`config.mk`:
```
export PLATFORM = sky130hd
export DESIGN_NAME = udma_host_ctrl
export DESIGN_NICKNAME = d
export VERILOG_FILES = /design/src/rtl/udma_pkg.sv /design/src/rtl/udma_sync.sv /design/src/rtl/udma_word_ctr.sv /design/src/rtl/udma_rx_path.sv /design/src/rtl/udma_tx_path.sv /design/src/rtl/udma_host_ctrl.sv
export SDC_FILE = /design/constraint.sdc
export NUM_CORES = 1
export LEC_CHECK = 0
export BUFFER_PORTS_ARGS = -buffer_cell sky130_fd_sc_hd__buf_2
export CAP_MARGIN = 20
export CORE_ASPECT_RATIO = 0.9
export CORE_MARGIN = 4
export CORE_UTILIZATION = 40
export DETAILED_ROUTE_END_ITERATION = 12
export SLEW_MARGIN = 25
export SYNTH_ARGS = -nofsm -noshare
export SYNTH_HDL_FRONTEND = slang
export SYNTH_SLANG_ARGS = --single-unit
```
`constraint.sdc`:
```
create_clock -name clk -period 3.08 [get_ports clk]
set_clock_uncertainty 0.15 [all_clocks]
set_input_delay 0.77 -clock clk [delete_from_list [all_inputs] [get_ports clk]]
set_output_delay 0.77 -clock clk [all_outputs]
set_load 0.01 [all_outputs]
```
`src/rtl/udma_pkg.sv`:
```
// Shared types for the UltraDMA host burst controller.
package udma_pkg;

    // Burst sequencer states, in the order a burst passes through them.
    typedef enum logic [2:0] {
        ST_IDLE  = 3'd0,
        ST_ACK   = 3'd1,
        ST_START = 3'd2,
        ST_DATA  = 3'd3,
        ST_PAUSE = 3'd4,
        ST_TERM  = 3'd5
    } udma_state_e;

endpackage

```
`src/rtl/udma_sync.sv`:
```
// Multi-stage flop synchronizer for a bundle of asynchronous inputs.
// Assumes each bit is individually tolerant of one cycle of skew; a data bus
// passed through it must be held stable by its source around each change.
module udma_sync #(
    parameter int W      = 1,
    parameter int STAGES = 2
) (
    input  logic         clk,
    input  logic         rst_n,
    input  logic [W-1:0] d_i,
    output logic [W-1:0] q_o
);

    logic [STAGES-1:0][W-1:0] stage_q;

    // Shift the input through the synchronizer chain.
    always_ff @(posedge clk) begin
        if (!rst_n) begin
            stage_q <= '0;
        end else begin
            stage_q[0] <= d_i;
            for (int k = 1; k < STAGES; k++) begin
                stage_q[k] <= stage_q[k-1];
            end
        end
    end

    assign q_o = stage_q[STAGES-1];

endmodule

```
`src/rtl/udma_word_ctr.sv`:
```
// Down-counter of words left in the current burst.
// Assumes load and dec are never high in the same cycle; load wins if so.
module udma_word_ctr #(
    parameter int CW = 16
) (
    input  logic          clk,
    input  logic          rst_n,
    input  logic          load_i,
    input  logic [CW-1:0] val_i,
    input  logic          dec_i,
    output logic          zero_o
);

    logic [CW-1:0] left_q;

    // Load at burst open, count down one per moved word, stop at zero.
    always_ff @(posedge clk) begin
        if (!rst_n) begin
            left_q <= '0;
        end else if (load_i) begin
            left_q <= val_i;
        end else if (dec_i && (left_q != '0)) begin
            left_q <= left_q - 1'b1;
        end
    end

    assign zero_o = (left_q == '0);

endmodule

```
`src/rtl/udma_rx_path.sv`:
```
// Input-burst capture: detects both edges of the synchronized device strobe
// and registers one word per edge while capture is enabled.
// Assumes the strobe and data arrive through matching synchronizer depth.
module udma_rx_path #(
    parameter int DW = 16
) (
    input  logic          clk,
    input  logic          rst_n,
    input  logic          stb_s_i,
    input  logic [DW-1:0] data_s_i,
    input  logic          cap_en_i,
    output logic          cap_o,
    output logic          rx_we_o,
    output logic [DW-1:0] rx_data_o
);

    logic stb_prev_q;

    // Remember the strobe level of the previous cycle for edge detection.
    always_ff @(posedge clk) begin
        if (!rst_n) begin
            stb_prev_q <= 1'b0;
        end else begin
            stb_prev_q <= stb_s_i;
        end
    end

    assign cap_o = (stb_s_i ^ stb_prev_q) & cap_en_i;

    // Hand each captured word to the receive side as a one-cycle pulse.
    always_ff @(posedge clk) begin
        if (!rst_n) begin
            rx_we_o   <= 1'b0;
            rx_data_o <= '0;
        end else begin
            rx_we_o <= cap_o;
            if (cap_o) begin
                rx_data_o <= data_s_i;
            end
        end
    end

endmodule

```
`src/rtl/udma_tx_path.sv`:
```
// Output-burst sender: takes a word from the source, then toggles the host
// strobe one cycle later so the word is settled before its edge.
// Assumes run_i already folds in pause, abort and remaining-count conditions.
module udma_tx_path #(
    parameter int DW = 16
) (
    input  logic          clk,
    input  logic          rst_n,
    input  logic          run_i,
    input  logic          park_i,
    input  logic          tx_empty_i,
    input  logic [DW-1:0] tx_data_i,
    output logic          fire_o,
    output logic          hstrobe_o,
    output logic [DW-1:0] dd_o,
    output logic          tx_pop_o
);

    logic pend_q;
    logic load;

    assign load   = run_i && !pend_q && !tx_empty_i;
    assign fire_o = run_i && pend_q;

    // Alternate between latching a word and toggling the strobe for it.
    always_ff @(posedge clk) begin
        if (!rst_n) begin
            pend_q    <= 1'b0;
            hstrobe_o <= 1'b1;
            dd_o      <= '0;
            tx_pop_o  <= 1'b0;
        end else begin
            tx_pop_o <= load;
            if (load) begin
                dd_o   <= tx_data_i;
                pend_q <= 1'b1;
            end
            if (fire_o) begin
                hstrobe_o <= ~hstrobe_o;
                pend_q    <= 1'b0;
            end
            if (park_i) begin
                hstrobe_o <= 1'b1;
                pend_q    <= 1'b0;
            end
        end
    end

endmodule

```
`src/rtl/udma_host_ctrl.sv`:
```
// Host-side UltraDMA burst controller for one channel.
// Sequences acknowledge, STOP negation, data, pause and termination; routes
// words between the device bus and a FIFO-style system interface.
// Assumes all device inputs are asynchronous and the device holds data
// stable for a few clock cycles around each strobe transition.
module udma_host_ctrl
    import udma_pkg::*;
#(
    parameter int DW          = 16,
    parameter int CW          = 16,
    parameter int SYNC_STAGES = 2
) (
    input  logic          clk,
    input  logic          rst_n,
    input  logic          en_i,
    input  logic          dir_i,
    input  logic [CW-1:0] count_i,
    input  logic          abort_i,
    input  logic          dmarq_i,
    output logic          dmack_n_o,
    output logic          stop_o,
    output logic          hrdy_n_o,
    output logic          hstrobe_o,
    input  logic          drdy_n_i,
    input  logic          dstrobe_i,
    input  logic [DW-1:0] dd_i,
    output logic [DW-1:0] dd_o,
    output logic          dd_oe_o,
    output logic          rx_we_o,
    output logic [DW-1:0] rx_data_o,
    input  logic          rx_afull_i,
    input  logic [DW-1:0] tx_data_i,
    input  logic          tx_empty_i,
    output logic          tx_pop_o
);

    localparam int CTRL_W = 3;

    udma_state_e state_q, state_n;
    logic        dir_in_q;
    logic [CTRL_W-1:0] ctrl_s;
    logic        s_dmarq, s_drdy_n, s_dstb;
    logic [DW-1:0] s_dd;
    logic        cnt_zero, cap, fire, tx_run, open_burst, xfer_ph, data_ph_n;

    udma_sync #(.W(CTRL_W), .STAGES(SYNC_STAGES)) u_sync_ctrl (
        .clk   (clk),
        .rst_n (rst_n),
        .d_i   ({dmarq_i, drdy_n_i, dstrobe_i}),
        .q_o   (ctrl_s)
    );

    udma_sync #(.W(DW), .STAGES(SYNC_STAGES)) u_sync_data (
        .clk   (clk),
        .rst_n (rst_n),
        .d_i   (dd_i),
        .q_o   (s_dd)
    );

    assign {s_dmarq, s_drdy_n, s_dstb} = ctrl_s;

    assign open_burst = (state_q == ST_IDLE) && s_dmarq && en_i;
    assign xfer_ph    = (state_q == ST_DATA) || (state_q == ST_PAUSE);
    assign tx_run     = (state_q == ST_DATA) && !dir_in_q && !cnt_zero
                        && !s_drdy_n && !abort_i;

    udma_word_ctr #(.CW(CW)) u_ctr (
        .clk    (clk),
        .rst_n  (rst_n),
        .load_i (open_burst),
        .val_i  (count_i),
        .dec_i  (dir_in_q ? cap : fire),
        .zero_o (cnt_zero)
    );

    udma_rx_path #(.DW(DW)) u_rx (
        .clk       (clk),
        .rst_n     (rst_n),
        .stb_s_i   (s_dstb),
        .data_s_i  (s_dd),
        .cap_en_i  (xfer_ph && dir_in_q && !cnt_zero),
        .cap_o     (cap),
        .rx_we_o   (rx_we_o),
        .rx_data_o (rx_data_o)
    );

    udma_tx_path #(.DW(DW)) u_tx (
        .clk        (clk),
        .rst_n      (rst_n),
        .run_i      (tx_run),
        .park_i     (state_q == ST_TERM),
        .tx_empty_i (tx_empty_i),
        .tx_data_i  (tx_data_i),
        .fire_o     (fire),
        .hstrobe_o  (hstrobe_o),
        .dd_o       (dd_o),
        .tx_pop_o   (tx_pop_o)
    );

    // Choose the next burst state from the handshake lines and counters.
    always_comb begin
        state_n = state_q;
        case (state_q)
            ST_IDLE:  if (open_burst) state_n = ST_ACK;
            ST_ACK:   state_n = ST_START;
            ST_START: state_n = (dir_in_q && rx_afull_i) ? ST_PAUSE : ST_DATA;
            ST_DATA: begin
                if (abort_i || cnt_zero)                        state_n = ST_TERM;
                else if (dir_in_q ? rx_afull_i : s_drdy_n)      state_n = ST_PAUSE;
            end
            ST_PAUSE: begin
                if (abort_i || cnt_zero)                        state_n = ST_TERM;
                else if (dir_in_q ? !rx_afull_i : !s_drdy_n)    state_n = ST_DATA;
            end
            ST_TERM:  if (!s_dmarq) state_n = ST_IDLE;
            default:  state_n = ST_IDLE;
        endcase
    end

    assign data_ph_n = (state_n == ST_START) || (state_n == ST_DATA)
                       || (state_n == ST_PAUSE);

    // Advance the state and latch direction when a burst opens.
    always_ff @(posedge clk) begin
        if (!rst_n) begin
            state_q  <= ST_IDLE;
            dir_in_q <= 1'b0;
        end else begin
            state_q <= state_n;
            if (open_burst) begin
                dir_in_q <= dir_i;
            end
        end
    end

    // Register the channel handshake outputs from the next state.
    always_ff @(posedge clk) begin
        if (!rst_n) begin
            dmack_n_o <= 1'b1;
            stop_o    <= 1'b1;
            hrdy_n_o  <= 1'b1;
            dd_oe_o   <= 1'b0;
        end else begin
            dmack_n_o <= (state_n == ST_IDLE);
            stop_o    <= !data_ph_n;
            hrdy_n_o  <= !(dir_in_q && (state_n == ST_DATA));
            dd_oe_o   <= !dir_in_q && data_ph_n && (state_q != ST_IDLE);
        end
    end

endmodule

```
# Word-level counts from Yosys, hierarchy flattened
# Index checks and enable logic that the tools add are counted.
# W data, S select, Z words.
[word_totals]
input_bits = 58
regBits = 99
word_cells = 81
out_inout_bits = 39
[classes]
muxes = 13
bitwise = 4
n_reduce_logical = 37
addsub = 1
eq_ne = 8
[op_table]
columns = ["cell", "count"]
rows = [
  ["$mux W16", 2],
  ["$mux W3", 7],
  ["$pmux W3 S6", 1],
  ["$logic_and A1 B1 Y1", 16],
  ["$logic_not A16 Y1", 1],
  ["$reduce_bool A16 Y1", 1],
  ["$sub A16 B1 Y16 const B", 1],
  ["$eq A3 B2 Y1 const B", 4],
  ["$eq A3 B3 Y1 const B", 3],
  ["$logic_not A1 Y1", 9],
  ["$logic_not A3 Y1", 2],
  ["$logic_or A1 B1 Y1", 4],
  ["$eq A3 B1 Y1 const B", 1],
  ["$mux W1", 3],
  ["$reduce_bool A3 Y1", 1],
  ["$reduce_or A3 Y1", 1],
  ["$not A1 Y1", 2],
  ["$reduce_bool A2 Y1", 1],
  ["$reduce_or A2 Y1", 1],
  ["$and A1 B1 Y1", 1],
  ["$xor A1 B1 Y1", 1],
]

# Logic depth before layout (Yosys ltp)
# Gate-level depths: netlist of the first run.
[logic_depth]
depth_word = 10
mapped_depth = 9
depth_no_buf = 7

# Cells and area by module
# Synthesis of the first run repeated with hierarchy kept, for this count alone.
[unflattened]
cells_unflattened = 425
hier_area_um2 = 4132.7
[by_module_without_submodules]
columns = ["mod", "cells_per_inst", "seq_area_each_um2", "area_each_um2", "n_inst"]
rows = [
  ["udma_sync at u_sync_data", 83, 640.6, 1016.0, 1],
  ["udma_word_ctr", 114, 320.3, 922.1, 1],
  ["udma_tx_path", 82, 380.4, 774.5, 1],
  ["udma_rx_path", 76, 360.3, 740.7, 1],
  ["udma_host_ctrl", 55, 160.2, 499.2, 1],
  ["udma_sync at u_sync_ctrl", 15, 120.1, 180.2, 1],
]

# Least setup slack after synthesis of the first run
# Ideal clock, no wire load.
[synth_timing]
path_kind = "in2reg"
from = "in abort_i"
to = "reg u_ctr.left_q[13]"
setup_time_ps = 116
t_arrival_ps = 2041
cell_stages = 6
path_slack_ps = 773
path_buffers = 0
t_required_ps = 2814
cell_sequence = "nor4b_2 -> nand3_1 -> a22oi_2 -> nand2_1 -> or3_1 -> a31o_2"
[synth_between]
elab_chain_cells = 6
[synth_rtl]
columns = ["element", "line", "text"]
rows = [
  ["start, declared", "udma_host_ctrl.sv:18", "input logic abort_i,"],
  ["$logic_not A1 Y1", "udma_host_ctrl.sv:65", "&& !s_drdy_n && !abort_i;"],
  ["$logic_and A1 B1 Y1", "udma_host_ctrl.sv:65", ""],
  ["$logic_and A1 B1 Y1", "udma_tx_path.sv:23", "assign fire_o = run_i && pend_q;"],
  ["$mux W1", "udma_host_ctrl.sv:72", ".dec_i (dir_in_q ? cap : fire),"],
  ["$logic_and A1 B1 Y1", "udma_word_ctr.sv:22", "end else if (dec_i && (left_q != '0)) begin"],
  ["$reduce_bool A2 Y1 (no source line)", "-", ""],
  ["end signal, assigned", "udma_word_ctr.sv:21", "left_q <= val_i;"],
  ["end signal, assigned", "udma_word_ctr.sv:23", "left_q <= left_q - 1'b1;"],
  ["end, declared", "udma_word_ctr.sv:14", "logic [CW-1:0] left_q;"],
]
# Every way passes these cells.
# A chain may end at the register's enable or synchronous reset.

# Worst setup path after layout of the first run
[layout_timing]
from = "reg u_ctr.left_q[2]"
to = "reg u_tx.dd_o[5]"
[layout_between]
elab_chain_cells = 7
[layout_rtl]
columns = ["element", "line", "text"]
rows = [
  ["$logic_not A16 Y1", "udma_word_ctr.sv:27", "assign zero_o = (left_q == '0);"],
  ["$logic_not A1 Y1", "udma_host_ctrl.sv:64", "assign tx_run = (state_q == ST_DATA) && !dir_in_q && !cnt_zero"],
  ["$logic_and A1 B1 Y1", "udma_host_ctrl.sv:64", ""],
  ["$logic_and A1 B1 Y1 (2 in a row)", "udma_host_ctrl.sv:65", ""],
  ["$logic_and A1 B1 Y1 (2 in a row)", "udma_tx_path.sv:22", "assign load = run_i && !pend_q && !tx_empty_i;"],
  ["end signal, assigned", "udma_tx_path.sv:35", "dd_o <= tx_data_i;"],
  ["end, declared", "udma_tx_path.sv:15", "output logic [DW-1:0] dd_o,"],
]
# Every way passes these cells.

==> results of run 1 <==
-- per-layer routing --
layer  global-route usage [%]  vias up
met5                        0        -
met4                     3.26        0
li1                         -     1499
met3                     4.67        5
met1                     19.1     1314
met2                     22.6       79
-- power groups by stage --
stage | clock, uW | sequential [uW] | combinational (uW)
floorplan | 0 | 1420 | 355
global placement | 0 | 1430 | 465
detailed placement | 0 | 1440 | 473
CTS | 862 | 1410 | 476
global route | 901 | 1420 | 541
finish | 828 | 1410 | 475
-- cell usage in the layout, fill, tap and decap left out, types with 5 or more instances in the layout --
master | Yosys | final
nor2b_1 | 5 | 5
nand2_1 | 51 | 51
dfxtp_1 | 99 | 99
nor3_1 | 6 | 6
a211oi_1 | 8 | 8
a21oi_1 | 24 | 24
buf_2 | 2 | 96
xor2_1 | 6 | 6
mux2i_1 | 17 | 17
o21ai_0 | 11 | 11
and2_1 | 39 | 39
nor2_1 | 39 | 39
nand3_1 | 6 | 6
buf_4 | 1 | 8
clkbuf_8 | 2 | 9
-- worst reg2reg max path, cell delays in order (launching register included) --
cell and delay (ns):
dfxtp_1 0.37, nor4_2 0.48, nand4_1 0.23, o211ai_2 0.27, or3_1 0.76, mux2i_1 0.29, nor2_1 0.06
-- worst paths after layout --
| check | startpoint | endpoint | slack (ns) |
|---|---|---|---|
| max | u_ctr.left_q[2] | u_tx.dd_o[5] | 0.34 |
| min | u_sync_data.q_o[10] | u_rx.rx_data_o[10] | 0.29 |
| max reg2reg | u_ctr.left_q[2] | u_tx.dd_o[5] | 0.34 |
| min reg2reg | u_sync_data.q_o[10] | u_rx.rx_data_o[10] | 0.29 |
-- final cells by class --
| cell class | instances | area [sq um] |
|---|---|---|
| multi-input cells | 264 | 1570 |
| clock buffers | 9 | 124 |
| well taps | 122 | 153 |
| fillers | 899 | 4620 |
| repair buffers | 104 | 541 |
| clock inverters | 6 | 71.3 |
| flip-flops and latches | 99 | 1980 |
| inverters | 4 | 15.0 |
-- stage by stage --
stage / setup slack (ns) / instances / util (%) / power [uW] / area [sq um]
after floorplan: 0.773 / 389 / - / 1780 / 3720
after global placement: 0.390 / 593 / 46.9 / 1900 / 4260
after detailed placement: 0.310 / 593 / 46.9 / 1910 / 4260
after CTS: 0.324 / 608 / 49.1 / 2740 / 4460
after global routing: 0.0166 / 608 / 49.1 / 2860 / 4460
final: 0.344 / 608 / 49.1 / 2710 / 4460
-- flip-flops by register name, summed over array words and instances (netlist names), 3 cells and up --
register             flops
u_ctr.left_q            16
u_rx.rx_data_o          16
u_sync_data.q_o         16
u_sync_data.stage_q     16
u_tx.dd_o               16
state_q                  3
u_sync_ctrl.q_o          3
u_sync_ctrl.stage_q      3
-- kinds of logic after synthesis --
logic type	Yosys count
flops	99
mux	17
simple gates	169
buf+inv	26
fa+ha+maj	1
xor+xnor	10
compound gates	67
==> summary.txt, run 1 <==
Final layout
  • Total Nets Final: 541
  • Ant diodes: 0
  • Share of layout cells above drive strength 1: 27.6%
  • Area delta synth->final: 19.9%

Power
  • Worst vdd ir: 298 uV
  • Net Sw Frac: 28.4%
  • Clock Power Share: 30.5%
  • Internal power: 1940 uW
  • Logic pwr share: 17.5%
  • PwrDens: 608 nW/um^2
  • Sequential power share: 52.0%
  • Leak pwr: 0.00201 uW
  • Sw power: 769 uW

Global route
  • Vias in the first global route: 2719
  • Total GRT Usage: 14.3%
  • GRT overflow: 0
  • Initial antenna violation count: 0
  • First-pass GRT wire length: 12400 microns
  • Largest net degree at the start of global routing: 36

Critical path
  • Crit start category: flip-flop
  • Slowest Stage Delay on Critical Path: 0.76 ns
  • CP Capture Type: flip-flop
  • Critical path fanouts, max: 18
  • Slowest-stage cell, CP: or3_1
  • R2R cell count: 6
  • Levels on crit path: 6
  • Critical-path cell list: nor4_2 -> nand4_1 -> o211ai_2 -> or3_1 -> mux2i_1 -> nor2_1
  • Buffers & Inverters on Critical Path: 0
  • Crit-path leading delay family: simple AND/OR/NAND/NOR gates
  • CP Data Required Time: 3.17 ns
  • Crit path DAT: 2.83 ns
  • Crit path kind: reg2reg

CTS
  • Hold_buf cts: 0
  • CTS Buffer Depth: 2
  • CTS clk-pin slew, worst paths: 0.09 ns
  • TritonCTS Buffers: 9
  • Cts repair resizes: 0
  • H-Tree Depth: 3
  • CTS tree: yes
  • Post-CTS setup buffers: 0
  • Worst skew pair latency: 0.35 ns
  • Root Buffer: clkbuf_8
  • Clock Sinks: 99

STA
  • # setup viols final: 0
  • Final min period: 2.74 ns
  • Max-slew violations: 0
  • Rel. slew slack: 37.8%
  • Hold_ws: 0.285 ns
  • Final Hold Violating Endpoints: 0
  • Setup tns final: 0 ns
  • Unrepaired setup endpoints after global routing: no
  • Achievable Freq: 366 MHz
  • Actual slew at the worst max-slew pin: 0.933 ns
  • Final worst-path cycle share: 88.8%

Logic synthesis
  • Area share of the largest cell type after synthesis: 53.3%
  • Count of cell types in the netlist: 52
  • Mapped Area: 3720 sq um
  • Post-synthesis compound-gate area fraction: 11.8%
  • Main combinational cell family by area after synthesis: simple AND/OR/NAND/NOR gates
  • Synth Area in XOR/XNOR: 2.36%
  • Sequential area share after synthesis: 53.3%
  • Avg Cell Area, Syn: 9.56 sq um
  • Mux cell area share after synthesis: 4.58%
  • Syn_nets: 448
  • Main synth FF type: dfxtp_1
  • Most common cell in the netlist: dfxtp_1
  • Post-Synth Simple-Gate Area: 23.3%
  • YS warnings: 0
  • Number of flops mapped to enable cells by yosys: 0
  • Mapped Cells: 389
  • Cell taking the most area after synthesis: dfxtp_1
  • Synth Register Bits: 99
  • Synth area leaders: dfxtp_1, and2_1, nand2_1
  • Ys async rst share: 0%
  • Synth top cells by count: dfxtp_1, nand2_1, and2_1, nor2_1, a21oi_1
  • Synth Area in Adders: 0.336%

Placed design
  • PortBufs: 96
  • Detailed placement HPWL: 5550 microns
  • Gpl congestion: 0.852

Routing
  • Vias per inst: 4.76
  • DRC violations left: 0
  • DR pass1 iterations: 4
  • Metal-1 WL: 3580 microns
  • Routed met3 length: 486 microns
  • Vias: 2897
  • Uppermost routed layer: met4
  • WL final: 7680 microns
  • Met2 wire len: 3560 microns
  • Wirelength per Cell: 12.6 microns
  • Post-route ant nets: 0
  • 1st-iter DRT viols: 63

Floorplanning
  • DIE HEIGHT: 99.5 microns
  • CORE AREA: 9080 sq um
  • # rows: 33
  • Die W: 110 microns
  • # IOs: 97
  • Initial Util: 40.9%
  • Die Area: 10900 sq um

Min path
  • Hold path cells: 2
  • Worst Hold Class: reg2reg

Flow run
  • Max Cap Viol: 0

Outcome
  • Status: complete, no violations
Note: power is estimated with default switching activity, not from simulation.
==> run 2: changes to the inputs <==
==> constraint.sdc (replaced) <==
create_clock -name clk -period 3.08 [get_ports clk]
set_clock_uncertainty 0.15 [all_clocks]
set_input_delay 0.308 -clock clk [delete_from_list [all_inputs] [get_ports clk]]
set_output_delay 0.308 -clock clk [all_outputs]
set_load 0.01 [all_outputs]
==> run 2 against run 1 <==
Net effect: die area is the same; via count grew 0.93%; core utilization grew 2.1 points; routed wire length grew 0.12%; cell area grew 4.3%; first-iteration DRC count grew 37%; final cell count grew 3.1%; highest routed layer unchanged.
==> summary.txt, run 2 (synthesis results as in run 1) <==
Outcome
  • Status: complete, no violations

Placed design
  • PortBufs: 96 (unchanged)
  • Post-DP Area: 4270 sq um (+0.12%)
  • Gpl congestion: 0.825 (-3.2%)
  • Placed Cells: 592 (-0.17%)
  • Setup WS pre-CTS: 0.471 ns (+0.161 ns)
  • Detailed placement HPWL: 5360 microns (-3.4%)

CTS
  • CTS tree: yes
  • Root Buffer: clkbuf_8
  • CTS Buffer Depth: 2 (unchanged)
  • TritonCTS Buffers: 9 (unchanged)
  • H-Tree Depth: 3 (unchanged)
  • CTS clk-pin slew, worst paths: 0.10 ns (about the same)
  • Worst skew pair latency: 0.36 ns (about the same)
  • Clock Sinks: 99 (unchanged)

Floorplanning
  • Initial Util: 40.9% (unchanged)
  • DIE HEIGHT: 99.5 microns (unchanged)
  • Die Area: 10900 sq um (unchanged)
  • # IOs: 97 (unchanged)
  • CORE AREA: 9080 sq um (unchanged)
  • Die W: 110 microns (unchanged)
  • # rows: 33 (unchanged)

Critical path
  • CP Data Required Time: 3.18 ns (about the same)
  • Crit path DAT: 2.71 ns (-0.12 ns)
  • Critical path fanouts, max: 12 (-6)
  • Critical-path cell list: nor4_2 -> nand4_1 -> o211ai_2 -> or3_1 -> buf_12 -> mux2i_1 -> nor2_1
  • Reg2reg setup slack: 0.47 ns (+0.13 ns)
  • Crit path kind: reg2reg
  • CP Capture Type: flip-flop
  • Slowest Stage Delay on Critical Path: 0.51 ns (-0.25 ns)
  • Slowest-stage cell, CP: nor4_2
  • Crit start category: flip-flop

Routing
  • Post-route ant nets: 0 (unchanged)
  • Wirelength per Cell: 12.3 microns (-2.9%)
  • 1st-iter DRT viols: 86 (+37%)
  • WL final: 7690 microns (+0.12%)
  • Vias: 2924 (+0.93%)
  • Vias per inst: 4.66 (-2.1%)
  • DR pass1 iterations: 4 (unchanged)
  • DRC violations left: 0 (unchanged)

STA
  • Rel. slew slack: 53.2% (+15 points)
  • Final worst-path cycle share: 84.8% (-4.1 points)
  • # setup viols final: 0 (unchanged)
  • Unrepaired setup endpoints after global routing: no
  • Setup tns final: 0 ns (unchanged)
  • Final min period: 2.61 ns (-0.125 ns)
  • Actual slew at the worst max-slew pin: 0.701 ns (-0.231 ns)
  • Final Hold Violating Endpoints: 0 (unchanged)
  • PnR worst setup slack: 0.470 ns (+0.125 ns)
  • Max-slew violations: 0 (unchanged)
  • Achievable Freq: 383 MHz (+4.8%)

Final layout
  • Final Util: 51.2% (+2.1 points)
  • Commonest non-fill, non-tap cell in the layout: dfxtp_1
  • Ant diodes: 0 (unchanged)
  • Total Nets Final: 559 (+3.3%)
  • Area delta synth->final: 25.1%
  • Most frequent cells in the layout: dfxtp_1, buf_2, nand2_1
  • Non-Filler Instances: 627 (+3.1%)
  • Design area: 4650 sq um (+4.3%)
  • Share of layout cells above drive strength 1: 26.3% (-1.2 points)

Power
  • PwrDens: 579 nW/um^2 (-4.8%)
  • Worst vdd ir: 256 uV (-14%)
  • Leak pwr: 0.00209 uW (+4.0%)

Global route
  • Initial antenna violation count: 0 (unchanged)
  • Vias in the first global route: 2790 (+2.6%)
  • GRT overflow: 0 (unchanged)
  • Total GRT Usage: 14.7% (+0.37 points)
  • First-pass GRT wire length: 12700 microns (+2.2%)
  • Largest net degree at the start of global routing: 50 (+39%)

Min path
  • Worst Hold Class: in2reg

Flow run
  • Max Cap Viol: 0 (unchanged)
## run 2: cell types whose count changed in the layout (fill, tap and decap cells not counted)
cell           before  now
buf_12              0    1
buf_4               8    6
bufinv_16           1    0
clkbuf_1            0    1
clkinv_2            1    0
clkinv_4            0    1
clkinv_8            0    1
clkinvlp_4          1    0
dlygate4sd3_1       0   19
inv_8               1    2
## run 2: area by class of cell
cell class	count	area, sq um
fillers	907	4430
flip-flops and latches	99	1980
multi-input cells	264	1570
repair buffers	122	736
well taps	122	153
clock buffers	10	128
clock inverters	6	65.1
inverters	4	15.0
## run 2: worst max-delay path: cells and delay by family, from the launching register on
family	cells	cell delay (ns)
DFF	1	0.37
AOI/OAI and AO/OA	1	0.30
muxes	1	0.20
and+or+nand+nor	4	1.28
buffers and inverters	1	0.21
## run 2: path summary, 6_finish.rpt
kind / end / startpoint / cells past startpoint
worst min-delay path: u_tx.dd_o[4] / tx_data_i[4] / 3
worst max register to register: u_tx.dd_o[12] / u_ctr.left_q[2] / 7
worst max-delay path: u_tx.dd_o[12] / u_ctr.left_q[2] / 7
worst min register to register: u_rx.rx_data_o[1] / u_sync_data.q_o[1] / 2
## run 2: routing by layer
layer	wire length (microns)	global-route usage, %
met1	3580	18.8
met2	3500	23.6
met3	517	5.06
met4	92	3.93
met5	0	0
## run 2: through the flow
step           hold WS (ns)  power (uW)
3_5_place_dp          0.267        1890
3_3_place_gp          0.264        1880
2_1_floorplan         0.262        1780
5_1_grt              0.0121        2860
4_1_cts             0.00897        2730
6_report             0.0308        2690
## run 2: repair_timing
item                                    in CTS  in global routing
endpoints found under the setup margin       0                  0
buffers inserted                             0                  0
resized for setup                            0                  0
hold endpoints to repair                    19                  0
hold buffers                                19                  0
## run 2: power by group
group          total (uW)  internal, uW  switching [uW]  leakage [uW]
clock network         807           320             488     0.0000981
logic                 479           221             259       0.00118
registers            1400          1350            56.7      0.000807
